[config.mk]
export PLATFORM = sky130hd
export DESIGN_NAME = pfc_top
export DESIGN_NICKNAME = d
export VERILOG_FILES = /design/src/rtl/pfc_pkg.sv /design/src/rtl/pfc_ctrl.sv /design/src/rtl/pfc_stages.sv /design/src/rtl/pfc_top.sv
export SDC_FILE = /design/constraint.sdc
export NUM_CORES = 1
export LEC_CHECK = 0
export ABC_AREA = 1
export BUFFER_PORTS_ARGS = -buffer_cell sky130_fd_sc_hd__buf_2
export CORE_UTILIZATION = 57
export DETAILED_ROUTE_END_ITERATION = 8
export PLACE_DENSITY = 0.95
export SYNTH_ARGS = -nofsm -noshare
export SYNTH_HDL_FRONTEND = slang
export SYNTH_HIERARCHICAL = 1
export SYNTH_SLANG_ARGS = --single-unit
[constraint.sdc]
create_clock -name clk -period 7 [get_ports clk]
set_clock_uncertainty 0.2 [all_clocks]
set_input_delay 1.4 -clock clk [delete_from_list [all_inputs] [get_ports clk]]
set_output_delay 1.4 -clock clk [all_outputs]
set_load 0.02 [all_outputs]
[src/rtl/pfc_pkg.sv]
package pfc_pkg;
  localparam int NUM_STAGES = 5;

  typedef enum logic [2:0] {
    STG_IF = 3'd0,
    STG_ID = 3'd1,
    STG_OF = 3'd2,
    STG_EX = 3'd3,
    STG_WB = 3'd4
  } stage_e;

  // strobes from control to the stage registers
  typedef struct packed {
    logic stall;
    logic redirect;
    logic killIf;
    logic killId;
    logic killOf;
  } flowCtl_t;
endpackage

[src/rtl/pfc_ctrl.sv]
module pfc_ctrl
  import pfc_pkg::*;
#(
  parameter bit DELAY_SLOT = 1'b0
) (
  input  logic     ofValid,
  input  logic     ofStallReq,
  input  logic     exValid,
  input  logic     exBranch,
  input  logic     exAnnul,
  input  logic     exTaken,
  output flowCtl_t ctl
);
  logic takenNow;
  logic killOfNow;

  assign takenNow = exValid & exBranch & exTaken;

  generate
    if (DELAY_SLOT) begin : g_slot
      // slot survives a taken branch; annulled only when falling through
      assign killOfNow = exValid & exBranch & ~exTaken & exAnnul;
    end else begin : g_flush
      assign killOfNow = takenNow;
    end
  endgenerate

  always_comb begin
    ctl.redirect = takenNow;
    ctl.killIf   = takenNow;
    ctl.killId   = takenNow;
    ctl.killOf   = killOfNow;
    ctl.stall    = ofStallReq & ofValid & ~killOfNow;
  end
endmodule

[src/rtl/pfc_stages.sv]
module pfc_stages
  import pfc_pkg::*;
#(
  parameter int TAG_W = 8
) (
  input  logic                 clk,
  input  logic                 rst_n,
  input  flowCtl_t             ctl,
  input  logic                 fetchIsBranch,
  input  logic                 fetchAnnul,
  input  logic [TAG_W-1:0]     fetchTarget,
  output logic [TAG_W-1:0]     fetchPc,
  output logic                 ofValid,
  output logic                 exValid,
  output logic [TAG_W-1:0]     exTag,
  output logic                 exIsBranch,
  output logic                 exAnnul,
  output logic [TAG_W-1:0]     exTarget,
  output logic [NUM_STAGES-1:0] advance,
  output logic [NUM_STAGES-1:0] kill,
  output logic                 wbValid,
  output logic [TAG_W-1:0]     wbTag
);
  localparam int FIRST = int'(STG_ID);
  localparam int LAST  = int'(STG_EX);

  logic [TAG_W-1:0] pc;
  logic             vld [FIRST:LAST];
  logic [TAG_W-1:0] tag [FIRST:LAST];
  logic             br  [FIRST:LAST];
  logic             ann [FIRST:LAST];
  logic [TAG_W-1:0] tgt [FIRST:LAST];

  logic             inV   [FIRST:LAST];
  logic [TAG_W-1:0] inT   [FIRST:LAST];
  logic             inBr  [FIRST:LAST];
  logic             inAnn [FIRST:LAST];
  logic [TAG_W-1:0] inTgt [FIRST:LAST];
  logic             load  [FIRST:LAST];
  logic             held  [FIRST:LAST];
  logic             wbV;
  logic [TAG_W-1:0] wbT;

  always_comb begin
    // decode takes the fetched word
    inV[1] = ~ctl.killIf;        inT[1] = pc;
    inBr[1] = fetchIsBranch;     inAnn[1] = fetchAnnul;  inTgt[1] = fetchTarget;
    // operand fetch takes decode
    inV[2] = vld[1] & ~ctl.killId; inT[2] = tag[1];
    inBr[2] = br[1];             inAnn[2] = ann[1];      inTgt[2] = tgt[1];
    // execute takes operand fetch, or a bubble while it holds
    inV[3] = vld[2] & ~ctl.killOf & ~ctl.stall; inT[3] = tag[2];
    inBr[3] = br[2];             inAnn[3] = ann[2];      inTgt[3] = tgt[2];
    load[1] = ~ctl.stall;  held[1] = ctl.killId;
    load[2] = ~ctl.stall;  held[2] = ctl.killOf;
    load[3] = 1'b1;        held[3] = 1'b0;
  end

  always_ff @(posedge clk) begin
    if (!rst_n) begin
      pc  <= '0;
      wbV <= 1'b0;
      wbT <= '0;
      for (int k = FIRST; k <= LAST; k++) vld[k] <= 1'b0;
    end else begin
      if (ctl.redirect)    pc <= tgt[LAST];
      else if (!ctl.stall) pc <= pc + TAG_W'(1);
      for (int k = FIRST; k <= LAST; k++) begin
        if (load[k]) begin
          vld[k] <= inV[k];
          tag[k] <= inT[k];
          br[k]  <= inBr[k];
          ann[k] <= inAnn[k];
          tgt[k] <= inTgt[k];
        end else if (held[k]) begin
          vld[k] <= 1'b0;
        end
      end
      wbV <= vld[LAST];
      wbT <= tag[LAST];
    end
  end

  assign fetchPc    = pc;
  assign ofValid    = vld[2];
  assign exValid    = vld[LAST];
  assign exTag      = tag[LAST];
  assign exIsBranch = br[LAST];
  assign exAnnul    = ann[LAST];
  assign exTarget   = tgt[LAST];
  assign wbValid    = wbV;
  assign wbTag      = wbT;
  assign advance    = {1'b1, 1'b1, ~ctl.stall, ~ctl.stall, ~ctl.stall | ctl.redirect};
  assign kill       = {2'b00, ctl.killOf, ctl.killId, ctl.killIf};
endmodule

[src/rtl/pfc_top.sv]
module pfc_top
  import pfc_pkg::*;
#(
  parameter int TAG_W      = 8,
  parameter bit DELAY_SLOT = 1'b0
) (
  input  logic             clk,
  input  logic             rst_n,
  input  logic             ofStall,
  input  logic             fetchIsBranch,
  input  logic             fetchAnnul,
  input  logic [TAG_W-1:0] fetchTarget,
  input  logic             exTaken,
  output logic [TAG_W-1:0] fetchPc,
  output logic             exValid,
  output logic [TAG_W-1:0] exTag,
  output logic             exIsBranch,
  output logic             redirect,
  output logic [TAG_W-1:0] redirectTarget,
  output logic [4:0]       advance,
  output logic [4:0]       kill,
  output logic             wbValid,
  output logic [TAG_W-1:0] wbTag
);
  flowCtl_t         ctl;
  logic             ofValid;
  logic             exAnnul;
  logic [TAG_W-1:0] exTarget;

  pfc_ctrl #(.DELAY_SLOT(DELAY_SLOT)) u_ctrl (
    .ofValid   (ofValid),
    .ofStallReq(ofStall),
    .exValid   (exValid),
    .exBranch  (exIsBranch),
    .exAnnul   (exAnnul),
    .exTaken   (exTaken),
    .ctl       (ctl)
  );

  pfc_stages #(.TAG_W(TAG_W)) u_stages (
    .clk          (clk),
    .rst_n        (rst_n),
    .ctl          (ctl),
    .fetchIsBranch(fetchIsBranch),
    .fetchAnnul   (fetchAnnul),
    .fetchTarget  (fetchTarget),
    .fetchPc      (fetchPc),
    .ofValid      (ofValid),
    .exValid      (exValid),
    .exTag        (exTag),
    .exIsBranch   (exIsBranch),
    .exAnnul      (exAnnul),
    .exTarget     (exTarget),
    .advance      (advance),
    .kill         (kill),
    .wbValid      (wbValid),
    .wbTag        (wbTag)
  );

  assign redirect       = ctl.redirect;
  assign redirectTarget = exTarget;
endmodule

======== After elaboration in Yosys (flattened, before gate mapping) ========
Memories as Yosys holds them, arrays and structs flattened.
Index checks and enable logic that the tools add are counted.
Widths: inputs -> output; s select.
word-level totals
  logic and storage cells ................. 41
  RAM bits ................................ 54
  bits of input ports ..................... 14
  register bits ........................... 17
  memory bits (read-only) ................. 0
  memories ................................ 4
  latch bits .............................. 0
cells by class
  order comparisons ....................... 0
  shifts and indexed selects .............. 0
  reductions and logical operators ........ 0
  add/sub/neg operators ................... 1
  bitwise operators ....................... 15
  $mul .................................... 0
  equal/unequal tests ..................... 1
  mux-type cells .......................... 17
  divide/modulo/power cells ............... 0
memory list
  name          depth  bits a word  rd ports  clocked after memory_dff  wr ports  RTL line          RTL
  u_stages.tag  3      8            3         0                         3         pfc_stages.sv:29  logic [TAG_W-1:0] tag [FIRST:LAST];
  u_stages.tgt  3      8            3         0                         3         pfc_stages.sv:32  logic [TAG_W-1:0] tgt [FIRST:LAST];
  u_stages.br   3      1            3         0                         3         pfc_stages.sv:30  logic br [FIRST:LAST];
  u_stages.vld  3      1            3         0                         3         pfc_stages.sv:28  logic vld [FIRST:LAST];
operators with widths
  operator             number
  $mux 8               2
  $mux 1               15
  $add 8x1->8 const B  1
  $and 1x1->1          7
  $or 1x1->1           6
  $ne 2x2->1 const B   1
  $not 1->1            2

======== Depth between registers and ports, before layout ========
Gate-level depths: netlist of the first run.
An unclocked memory read counts as a cell.
  depth in word-level cells ............... 10
  mapped depth ............................ 10
  depth with buffers taken out ............ 9

======== Cells and area by module ========
The synthesis of the first run kept the hierarchy.
modules (own cells, without submodules)
  module      instances  cells an instance  area each (um^2)
  pfc_stages  1          194                2678.8
  pfc_ctrl    1          10                 53.8

======== Least setup slack after synthesis of the first run ========
OpenSTA, ideal clock, no wires.
  path type ............................... input port to output port
  start ................................... input port exTaken
  end ..................................... output port advance[2]
  slack ................................... 3.327 ns
  stages on the path ...................... 6
  required time ........................... 5.400 ns
  data arrival time ....................... 2.073 ns
  cells stage by stage .................... nand3_1 -> nand2_1 -> inv_1 -> buf_6 -> inv_1 -> buf_4
RTL lines
  element      RTL line       RTL
  from (decl)  pfc_top.sv:13  input logic exTaken,
  to (decl)    pfc_top.sv:20  output logic [4:0] advance,

======== Final worst setup path of the first run ========
  start ................................... input port exTaken
  end ..................................... output port advance[0]
between the ends
  cells in the longest elaborated chain, start to end .. 5
RTL lines
  element          RTL line          RTL
  $and 1x1->1 (*)  pfc_ctrl.sv:17    assign takenNow = exValid & exBranch & exTaken;
  $not 1->1        pfc_ctrl.sv:33    ctl.stall = ofStallReq & ofValid & ~killOfNow;
  $and 1x1->1      pfc_ctrl.sv:33
  $not 1->1        pfc_stages.sv:93  assign advance = {1'b1, 1'b1, ~ctl.stall, ~ctl.stall, ~ctl.stall | ctl.redirect};
  $or 1x1->1 (*)   pfc_stages.sv:93
Mark *: on every way between the ends. The rest lies on a longest branch, timed or not.

==> results of run 1 <==
flip-flops by register name, indices dropped and copies added, names as in the netlist:
signal            flops
u_stages/br           3
u_stages/wbValid      1
u_stages/tgt         24
u_stages/wbTag        8
u_stages/vld          3
u_stages/tag         24
u_stages/fetchPc      8
routing by layer:
layer | track usage, % | up-vias
li1 | - | 722
met1 | 18.6 | 682
met2 | 28.8 | 67
met3 | 5.05 | 10
met4 | 12.0 | 0
met5 | 0 | -
power by group:
group	total [mW]	leakage [nW]	switching, mW	internal [mW]
clock network	0.294	0.0892	0.132	0.162
registers	0.499	0.673	0.0126	0.486
logic	0.0654	0.507	0.0467	0.0187
total	0.858	1.27	0.191	0.666
through the flow:
| step | hold slack [ns] | std cells |
|---|---|---|
| after floorplan | 0.200 | 203 |
| after global placement | 0.200 | 286 |
| after detailed placement | 0.205 | 286 |
| after CTS | 0.220 | 301 |
| after global routing | 0.226 | 301 |
| final | 0.216 | 301 |
how the worst min path moves through the flow:
| stage | start | to | slack [ns] | depth (start not counted) |
|---|---|---|---|---|
| finish | u_stages/tag[0][6] | u_stages/tag[0][14] | 0.22 | 0 |
| global route | u_stages/tag[0][1] | u_stages/tag[0][9] | 0.23 | 0 |
| CTS | u_stages/tag[0][6] | u_stages/tag[0][14] | 0.22 | 0 |
| detailed placement | u_stages/tag[0][1] | u_stages/tag[0][9] | 0.21 | 0 |
| global placement | u_stages/tag[0][1] | u_stages/tag[0][9] | 0.20 | 0 |
| floorplan | u_stages/br[0][0] | u_stages/br[0][1] | 0.20 | 0 |
cell type report:
type,count,area [sq um]
well taps,52,65.1
multi-input cells,80,409
clock inverters,4,47.5
clock buffers,11,131
fillers,334,1420
repair buffers,54,270
flip-flops and latches,71,1950
inverters,29,116
==> key figures, run 1 <==
STA
  – Final Hold Viols: 0
  – Fin crit period: between 4 and 5 ns
  – Final WS setup: around 2.9 ns
  – Peak Freq: roughly 0.25 GHz
  – Unrepaired setup endpoints after global routing: false
  – Rel. slew slack: a little under two fifths
  – Fin. max-slew vios: 0
  – Setup_tns: 0 ns
  – Tcrit/Tclk final: between 50 and 60%
  – Worst-Margin Slew: between 0.9 and 1 ns
  – # setup viols final: 0

Critical path
  – Worst r2r path cells: 7
  – Crit Path Max Fanout: 18
  – WP data required: 5.40 ns
  – CP cell instances: buf_2 > nand3_1 > inv_1 > inv_8 > nand2_4 > buf_2
  – CP bufs+invs: 4
  – Crit path to: advance[0]
  – Setup crit end kind: output pin
  – Worst r2r src: u_stages/vld[0][1]
  – Stages on the worst setup path: 6
  – FF-to-FF End: u_stages/vld[0][0]
  – Critical-path top delay cell: inv_1
  – Setup crit start: exTaken
  – Setup Crit Path Kind: in2out
  – R2r setup slk: 4.74 ns
  – CP delay by family, top: buffers and inverters
  – Crit start category: input port
  – CP most frequent cell: buf_2
  – Crit path arrival time: ~2.5 ns
  – Largest stage delay, worst path: about 0.56 ns

Clock network
  – CTS tree: yes
  – CTS max path bufs: 2
  – Clock Latency Late Sink: ~0.33 ns
  – Depth of the CTS H-tree: 3
  – Number of CTS-inserted buffers: 9
  – Post-CTS Setup Bufs: 0
  – Root Driver: clkbuf_8
  – CTS sink cnt: just over 70
  – Hold-fix buffers, CTS: 0
  – Clock transition at path regs: ~0.07 ns
  – Post-CTS sizing: 0

Detailed routing
  – Post-route DRC violation count: 0
  – First-pass iteration count of the detailed router: 5
  – Metal2 WL: roughly 2.0 mm
  – Via total after detailed routing: around 1,500
  – DRT iter0 DRCs: 83
  – Drt total wl: around 3.9 mm
  – Metal-1 WL: ~1.5 mm
  – Drt wl/cell: ~13 um
  – Detail Route Antenna Nets: 0
  – Met3 wire length: 277 um
  – Drt via density: 4.92
  – Max Used Layer: met4

Die
  – Initial core utilization: roughly three fifths
  – Die width: between 70 and 80 um
  – Core Rows: 24
  – Num ports: 60
  – Full die area: 4910 sq um
  – Core Region: about 4400 sq um
  – Die Y: 70.1 um

Finish
  – Number of diodes: 0
  – Layout Nets: 260
  – Finished Core Util: 67.8%
  – Fin area: about 3000 sq um
  – Leading cell type in the layout, fill and taps excluded: buf_2
  – Area grow syn2layout: 13.2%
  – Layout cell share with drive strength beyond 1: 30.5%
  – Commonest non-fill, non-tap cells in the layout: buf_2 (54), edfxtp_1 (53), nand2_1 (34)

Global route
  – GRT Total Usage: between 10% and 20%
  – Largest net degree at the start of global routing: 37
  – Vias in the first global route: approximately 1,400
  – Initial antenna violation count: 0
  – Grt total ovfl: 0
  – First-pass GRT wire length: approximately 6.2 mm

Yosys
  – Post-Syn Area: around 2600 sq um
  – YS warnings: 6
  – Post-Syn Instances: around 200
  – Mean Syn Cell Area: between 10 and 15 sq um

Placed design
  – IO buf count: between 50 and 60
  – Final HPWL DP: between 2 and 3 mm
  – Area after DPL: approximately 2800 sq um
  – Final RePlAce weighted congestion: ~0.84
  – Setup slack at placement: 2.93 ns

Power
  – PD cells: 287 nW/um^2
  – Peak supply drop: 263 uV
  – Tot Pwr: approximately 0.86 mW
  – Leakage: 1.27 nW

Worst hold path
  – Hold WC Path Type: reg2reg

Status
  – Status: finished clean

Run
  – Max Cap Viol: 0
Note: power is estimated with default switching activity, not from simulation.
==> run 2, diff against run 1 <==
--- a/config.mk
+++ b/config.mk
@@ -7,9 +7,9 @@
 export LEC_CHECK = 0
 export ABC_AREA = 1
 export BUFFER_PORTS_ARGS = -buffer_cell sky130_fd_sc_hd__buf_2
-export CORE_UTILIZATION = 57
+export CORE_UTILIZATION = 48
 export DETAILED_ROUTE_END_ITERATION = 8
-export PLACE_DENSITY = 0.95
+export PLACE_DENSITY = 0.87
 export SYNTH_ARGS = -nofsm -noshare
 export SYNTH_HDL_FRONTEND = slang
 export SYNTH_HIERARCHICAL = 1
==> constraint.sdc (replaced) <==
create_clock -name clk -period 3.6 [get_ports clk]
set_clock_uncertainty 0.2 [all_clocks]
set_input_delay 0.72 -clock clk [delete_from_list [all_inputs] [get_ports clk]]
set_output_delay 0.72 -clock clk [all_outputs]
set_load 0.02 [all_outputs]
==> run 2 against run 1 <==
Via count up 0.20%. Count of clock-buffer cells in the layout grew 1. Sequential share of layout area is 1.4 points lower. Combinational power increased by 96%. Worst setup slack worse by 1.9 ns. Design area up 2.2%. Wire length is 2.4% lower. Critical path depth stayed put. Final cell count up 7.3%. Clock power grew 110%. Sequential cell count did not move. Power rose by 99%. Critical path type unchanged. Largest power group unchanged.
==> key figures, run 2 (synthesized netlist as in run 1, its figures left out) <==
Critical path
  – CP delay by family, top: buffers and inverters
  – Crit start category: input port
  – Setup Crit Path Kind: in2out
  – Largest stage delay, worst path: 0.37 ns (-0.19 ns)
  – CP bufs+invs: 4 (unchanged)
  – Setup crit end kind: output pin
  – Crit path arrival time: 1.65 ns (-0.81 ns)
  – Crit Path Max Fanout: 9 (-9)
  – Critical-path top delay cell: inv_1
  – WP data required: 2.68 ns (-2.72 ns)
  – CP cell instances: buf_2 > nand3_1 > nand2_1 > inv_1 > inv_1 > buf_2

STA
  – Final Hold Viols: 0 (unchanged)
  – Peak Freq: 0.389 GHz
  – # setup viols final: 0 (unchanged)
  – Unrepaired setup endpoints after global routing: false
  – Fin. max-slew vios: 0 (unchanged)
  – Setup_tns: 0 ns (unchanged)
  – Fin crit period: between 2 and 3 ns
  – Tcrit/Tclk final: between 70% and 80%
  – Final WS setup: 1.03 ns (-1.91 ns)

Clock network
  – Clock Latency Late Sink: 0.33 ns (about the same)
  – CTS tree: yes
  – CTS sink cnt: 71 (unchanged)
  – CTS max path bufs: 2 (unchanged)
  – Root Driver: clkbuf_8
  – Clock transition at path regs: 0.06 ns (about the same)
  – Depth of the CTS H-tree: 3 (unchanged)
  – Post-CTS Setup Bufs: 0 (unchanged)
  – Post-CTS sizing: 0 (unchanged)
  – Number of CTS-inserted buffers: 9 (unchanged)
  – Hold-fix buffers, CTS: 0 (unchanged)

Die
  – Die Y: 76.2 um (+8.7%)
  – Full die area: 5810 sq um (+18%)
  – Num ports: 60 (unchanged)
  – Core Region: 5200 sq um (+18%)
  – Initial core utilization: 50.8% (-9.1 points)
  – Die width: 76.2 um (+8.7%)
  – Core Rows: 26 (+8.3%)

Global route
  – GRT Total Usage: 14.6% (-2.6 points)
  – Grt total ovfl: 0 (unchanged)
  – First-pass GRT wire length: 6.11 mm (-1.9%)
  – Initial antenna violation count: 0 (unchanged)
  – Largest net degree at the start of global routing: 32 (-14%)
  – Vias in the first global route: 1,356 (-3.4%)

Power
  – Leakage: 1.30 nW (+2.3%)
  – PD cells: 559 nW/um^2 (+95%)
  – Peak supply drop: 389 uV (+48%)
  – Tot Pwr: 1.71 mW (+99%)

Finish
  – Number of diodes: 0 (unchanged)
  – Fin area: 3060 sq um (+2.2%)
  – Layout Nets: 263 (+1.2%)
  – Largest regs: u_stages/tag x24, u_stages/tgt x24
  – Layout cell share with drive strength beyond 1: 31.6% (+1.1 points)
  – Leading cell type in the layout, fill and taps excluded: buf_2
  – Area grow syn2layout: 15.7%
  – Commonest non-fill, non-tap cells in the layout: buf_2 (54), edfxtp_1 (53), nand2_1 (34)

Detailed routing
  – Detail Route Antenna Nets: 0 (unchanged)
  – Drt total wl: 3.79 mm (-2.4%)
  – Drt via density: 4.59 (-6.6%)
  – First-pass iteration count of the detailed router: 4 (-1)
  – Post-route DRC violation count: 0 (unchanged)
  – Drt wl/cell: 11.7 um (-9.0%)
  – DRT iter0 DRCs: 51 (-39%)
  – Via total after detailed routing: 1,484 (+0.20%)

Run
  – Max Cap Viol: 0 (unchanged)

Placed design
  – Area after DPL: 2860 sq um (+1.6%)
  – Final RePlAce weighted congestion: 0.782 (-6.9%)
  – Setup slack at placement: 1.04 ns (-1.89 ns)
  – Final HPWL DP: 2.66 mm (+1.7%)
  – IO buf count: 54 (unchanged)

Status
  – Status: finished clean

Worst hold path
  – Hold WC Path Type: reg2reg
run 2: changes by cell type in the layout (fill, tap and decap cells not counted):
cell / change
clkbuf_8: +2
clkbuf_1: -1
buf_4: +3
clkinv_1: +1
clkinvlp_4: -1
run 2: per-stage QoR:
step,util [%],hold WS [ns],instances
4_1_cts,58.7,0.221,323
3_5_place_dp,54.9,0.205,307
3_3_place_gp,54.9,0.201,307
2_1_floorplan,-,0.200,203
6_report,58.7,0.219,323
5_1_grt,58.7,0.222,323
run 2: power by group:
part	switching (mW)	internal, mW	total, mW
sequential	0.0237	0.944	0.968
combinational	0.0899	0.0384	0.128
clock	0.258	0.353	0.611
run 2: final timing paths:
| kind | startpoint | end | slack (ns) | depth (start not counted) |
|---|---|---|---|---|
| worst max-delay path | exTaken | advance[2] | 1.03 | 6 |
| worst min-delay path | u_stages/tgt[0][13] | u_stages/tgt[0][21] | 0.22 | 0 |
| worst max register to register | u_stages/vld[0][1] | u_stages/vld[0][0] | 1.46 | 8 |
| worst min register to register | u_stages/tgt[0][13] | u_stages/tgt[0][21] | 0.22 | 0 |
run 2: cell type report:
cell class / instances / area (sq um)
fillers: 422 / 2150
flip-flops and latches: 71 / 1950
multi-input cells: 80 / 409
repair buffers: 57 / 293
clock buffers: 12 / 155
inverters: 29 / 116
well taps: 70 / 87.6
clock inverters: 4 / 43.8
run 2: layer usage:
| layer | track usage [%] | wire (um) |
|---|---|---|
| met3 | 7.31 | 334 |
| met4 | 9.23 | 93 |
| met2 | 24.5 | 1960 |
| met1 | 14.1 | 1400 |
| met5 | 0 | 0 |
run 2: worst reg2reg max path: stages, from the launching register on:
cell and delay [ns]:
edfxtp_1 0.40, nand2_1 0.08, inv_1 0.03, nand2_1 0.05, inv_1 0.21, nor2_4 0.47
buf_4 0.35, inv_1 0.10, nor2_1 0.10
==> run 3, diff against run 2 <==
--- a/config.mk
+++ b/config.mk
@@ -5,11 +5,11 @@
 export SDC_FILE = /design/constraint.sdc
 export NUM_CORES = 1
 export LEC_CHECK = 0
-export ABC_AREA = 1
+export ABC_AREA = 0
 export BUFFER_PORTS_ARGS = -buffer_cell sky130_fd_sc_hd__buf_2
-export CORE_UTILIZATION = 48
+export CORE_UTILIZATION = 47
 export DETAILED_ROUTE_END_ITERATION = 8
-export PLACE_DENSITY = 0.87
+export PLACE_DENSITY = 0.86
 export SYNTH_ARGS = -nofsm -noshare
 export SYNTH_HDL_FRONTEND = slang
 export SYNTH_HIERARCHICAL = 1
==> constraint.sdc (replaced) <==
create_clock -name clk -period 2.25 [get_ports clk]
set_clock_uncertainty 0.2 [all_clocks]
set_input_delay 0.45 -clock clk [delete_from_list [all_inputs] [get_ports clk]]
set_output_delay 0.45 -clock clk [all_outputs]
set_load 0.02 [all_outputs]
==> run 3 against run 2 <==
Final cell count shrank 12%. Global-route usage is 0.081 points higher. Register-to-register slack got worse by 1.1 ns. Critical path depth is 2 lower. Design area fell by 4.0%.
==> key figures, run 3 <==
Global route
  – Initial antenna violation count: 0 (unchanged)
  – GRT Total Usage: 14.6% (+0.081 points)
  – Vias in the first global route: 1,275 (-6.0%)
  – First-pass GRT wire length: 5.60 mm (-8.4%)
  – Grt total ovfl: 0 (unchanged)
  – Largest net degree at the start of global routing: 31 (-3.1%)

Critical path
  – FF-to-FF End: u_stages/tgt[0][12]
  – CP cell instances: and3_4 > nor2_2 > nand2_1 > buf_2
  – Crit start category: flip-flop
  – CP bufs+invs: 1 (-3)
  – Crit path arrival time: 1.48 ns (-0.17 ns)
  – Largest stage delay, worst path: 0.39 ns (+0.02 ns)
  – Setup Crit Path Kind: reg2out
  – Setup crit end kind: output pin
  – Critical-path top delay cell: edfxtp_1
  – Worst r2r src: u_stages/br[0][2]
  – R2r setup slk: 0.37 ns (-1.09 ns)
  – CP delay by family, top: simple AND/OR/NAND/NOR gates
  – WP data required: 1.60 ns (-1.08 ns)
  – Worst r2r path cells: 5 (-3)
  – Crit Path Max Fanout: 10 (+1)

Clock network
  – Root Driver: clkbuf_8
  – Hold-fix buffers, CTS: 0 (unchanged)
  – Post-CTS sizing: 0 (unchanged)
  – Post-CTS Setup Bufs: 0 (unchanged)
  – CTS max path bufs: 2 (unchanged)
  – CTS tree: yes
  – Depth of the CTS H-tree: 3 (unchanged)
  – Clock transition at path regs: 0.06 ns (about the same)
  – Clock Latency Late Sink: 0.33 ns (about the same)
  – Number of CTS-inserted buffers: 9 (unchanged)
  – CTS sink cnt: 71 (unchanged)

Die
  – Core Rows: 26 (unchanged)
  – Die Y: 75.5 um (-0.96%)
  – Core Region: 5140 sq um (-1.2%)
  – Initial core utilization: 49.3% (-1.4 points)
  – Full die area: 5690 sq um (-1.9%)
  – Num ports: 60 (unchanged)
  – Die width: 75.5 um (-0.96%)

Yosys
  – Post-Syn Instances: 160 (-20%)
  – Post-Syn Area: 2540 sq um (-4.0%)
  – Mean Syn Cell Area: 15.9 sq um (+21%)
  – YS warnings: 6 (unchanged)

Placed design
  – IO buf count: 54 (unchanged)
  – Final HPWL DP: 2.52 mm (-5.5%)
  – Final RePlAce weighted congestion: 0.758 (-3.1%)
  – Placed cell count: 267 (-13%)
  – Setup slack at placement: 0.214 ns (-0.828 ns)

Power
  – NetSw: 0.584 mW (+57%)
  – Internal power: 2.05 mW (+53%)
  – PD cells: 898 nW/um^2 (+61%)
  – Power share of the combinational group: 8.1% (+0.6 points)
  – Leakage: 1.17 nW (-10%)
  – Peak supply drop: 584 uV (+50%)
  – Sequential group share of total power: 59.2% (+2.5 points)
  – Tot Pwr: 2.63 mW (+54%)
  – Switching Share: 22.2% (+0.42 points)
  – Clock power share: 32.8% (-3.0 points)

Worst hold path
  – Hold Path Stages: 1 (+1)
  – Hold WC Path Type: in2reg
  – Worst Hold End: u_stages/tgt[0][0]
  – Hold_sp: fetchTarget[0]

Finish
  – Layout Nets: 223 (-15%)
  – Layout cell share with drive strength beyond 1: 34.3% (+2.7 points)
  – Leading cell type in the layout, fill and taps excluded: buf_2
  – Largest regs: u_stages/tag x24, u_stages/tgt x24
  – Commonest non-fill, non-tap cells in the layout: buf_2 (54), edfxtp_1 (53), dfxtp_1 (18)
  – Area grow syn2layout: 15.7% (about the same)
  – Final Non-Filler Cells: 283 (-12%)
  – Number of diodes: 0 (unchanged)

STA
  – Fin. max-slew vios: 0 (unchanged)
  – Final Hold Viols: 0 (unchanged)
  – Unrepaired setup endpoints after global routing: false
  – Peak Freq: ~0.47 GHz
  – Tcrit/Tclk final: a little over nine tenths
  – Hold_ws: 0.0865 ns (-0.132 ns)
  – Setup_tns: 0 ns (unchanged)
  – Final WS setup: 0.122 ns (-0.910 ns)
  – # setup viols final: 0 (unchanged)
  – Fin crit period: between 2 and 2.5 ns

Detailed routing
  – Post-route DRC violation count: 0 (unchanged)
  – Drt total wl: 3.67 mm (-3.2%)
  – Via total after detailed routing: 1,327 (-11%)
  – DRT iter0 DRCs: 49 (-3.9%)
  – First-pass iteration count of the detailed router: 4 (unchanged)
  – Drt wl/cell: 13.0 um (+10%)
  – Detail Route Antenna Nets: 0 (unchanged)
  – Drt via density: 4.69 (+2.1%)

Status
  – Status: finished clean

Run
  – Max Cap Viol: 0 (unchanged)
-- run 3: metal layers --
metal  up-vias  part of all wire [%]  track usage [%]
met5         -                     0                0
met2        51                    49             23.4
li1        648                     -                -
met1       618                    40             14.8
met3        10                   8.3             9.79
met4         0                   2.5             7.00
-- run 3: how the worst max path moves through the flow --
stage / cells past startpoint / start / slack, ns / endpoint
final: 4 / u_stages/br[0][2] / 0.12 / advance[0]
after global routing: 4 / u_stages/br[0][2] / 0.005 / advance[0]
after CTS: 4 / u_stages/br[0][2] / 0.10 / advance[0]
after detailed placement: 6 / exTaken / 0.21 / u_stages/tgt[0][4]
after global placement: 6 / exTaken / 0.23 / u_stages/tgt[0][3]
after floorplan: 4 / u_stages/br[0][2] / 0.04 / u_stages/br[0][0]
-- run 3: final cells by class --
cell class | count | area [sq um]
clock buffer | 15 | 166
clock inverter | 1 | 5.00
fill | 436 | 2210
inverter | 3 | 11.3
multi-input combinational | 64 | 404
sequential | 71 | 1950
tap | 70 | 87.6
timing repair buffer | 59 | 308
-- run 3: worst register-to-register path, stage by stage (launching register included) --
cell and delay [ns]:
edfxtp_1 0.39, and3_4 0.21, nor2_2 0.27, nand2b_1 0.25, inv_1 0.09, buf_4 0.22
-- run 3: power by group through the flow --
| stage | Sequential [mW] | Clock (mW) | Combinational, mW |
|---|---|---|---|
| after floorplan | 1.62 | 0 | 0.119 |
| after global placement | 1.58 | 0 | 0.206 |
| after detailed placement | 1.59 | 0 | 0.213 |
| after CTS | 1.56 | 0.893 | 0.214 |
| after global routing | 1.57 | 0.945 | 0.234 |
| final | 1.56 | 0.863 | 0.213 |
-- run 3: through the flow --
stage | area (sq um) | utilization [%]
floorplan | 2540 | -
finish | 2930 | 57.1
CTS | 2930 | 57.1
global placement | 2760 | 53.7
global route | 2930 | 57.1
detailed placement | 2760 | 53.7
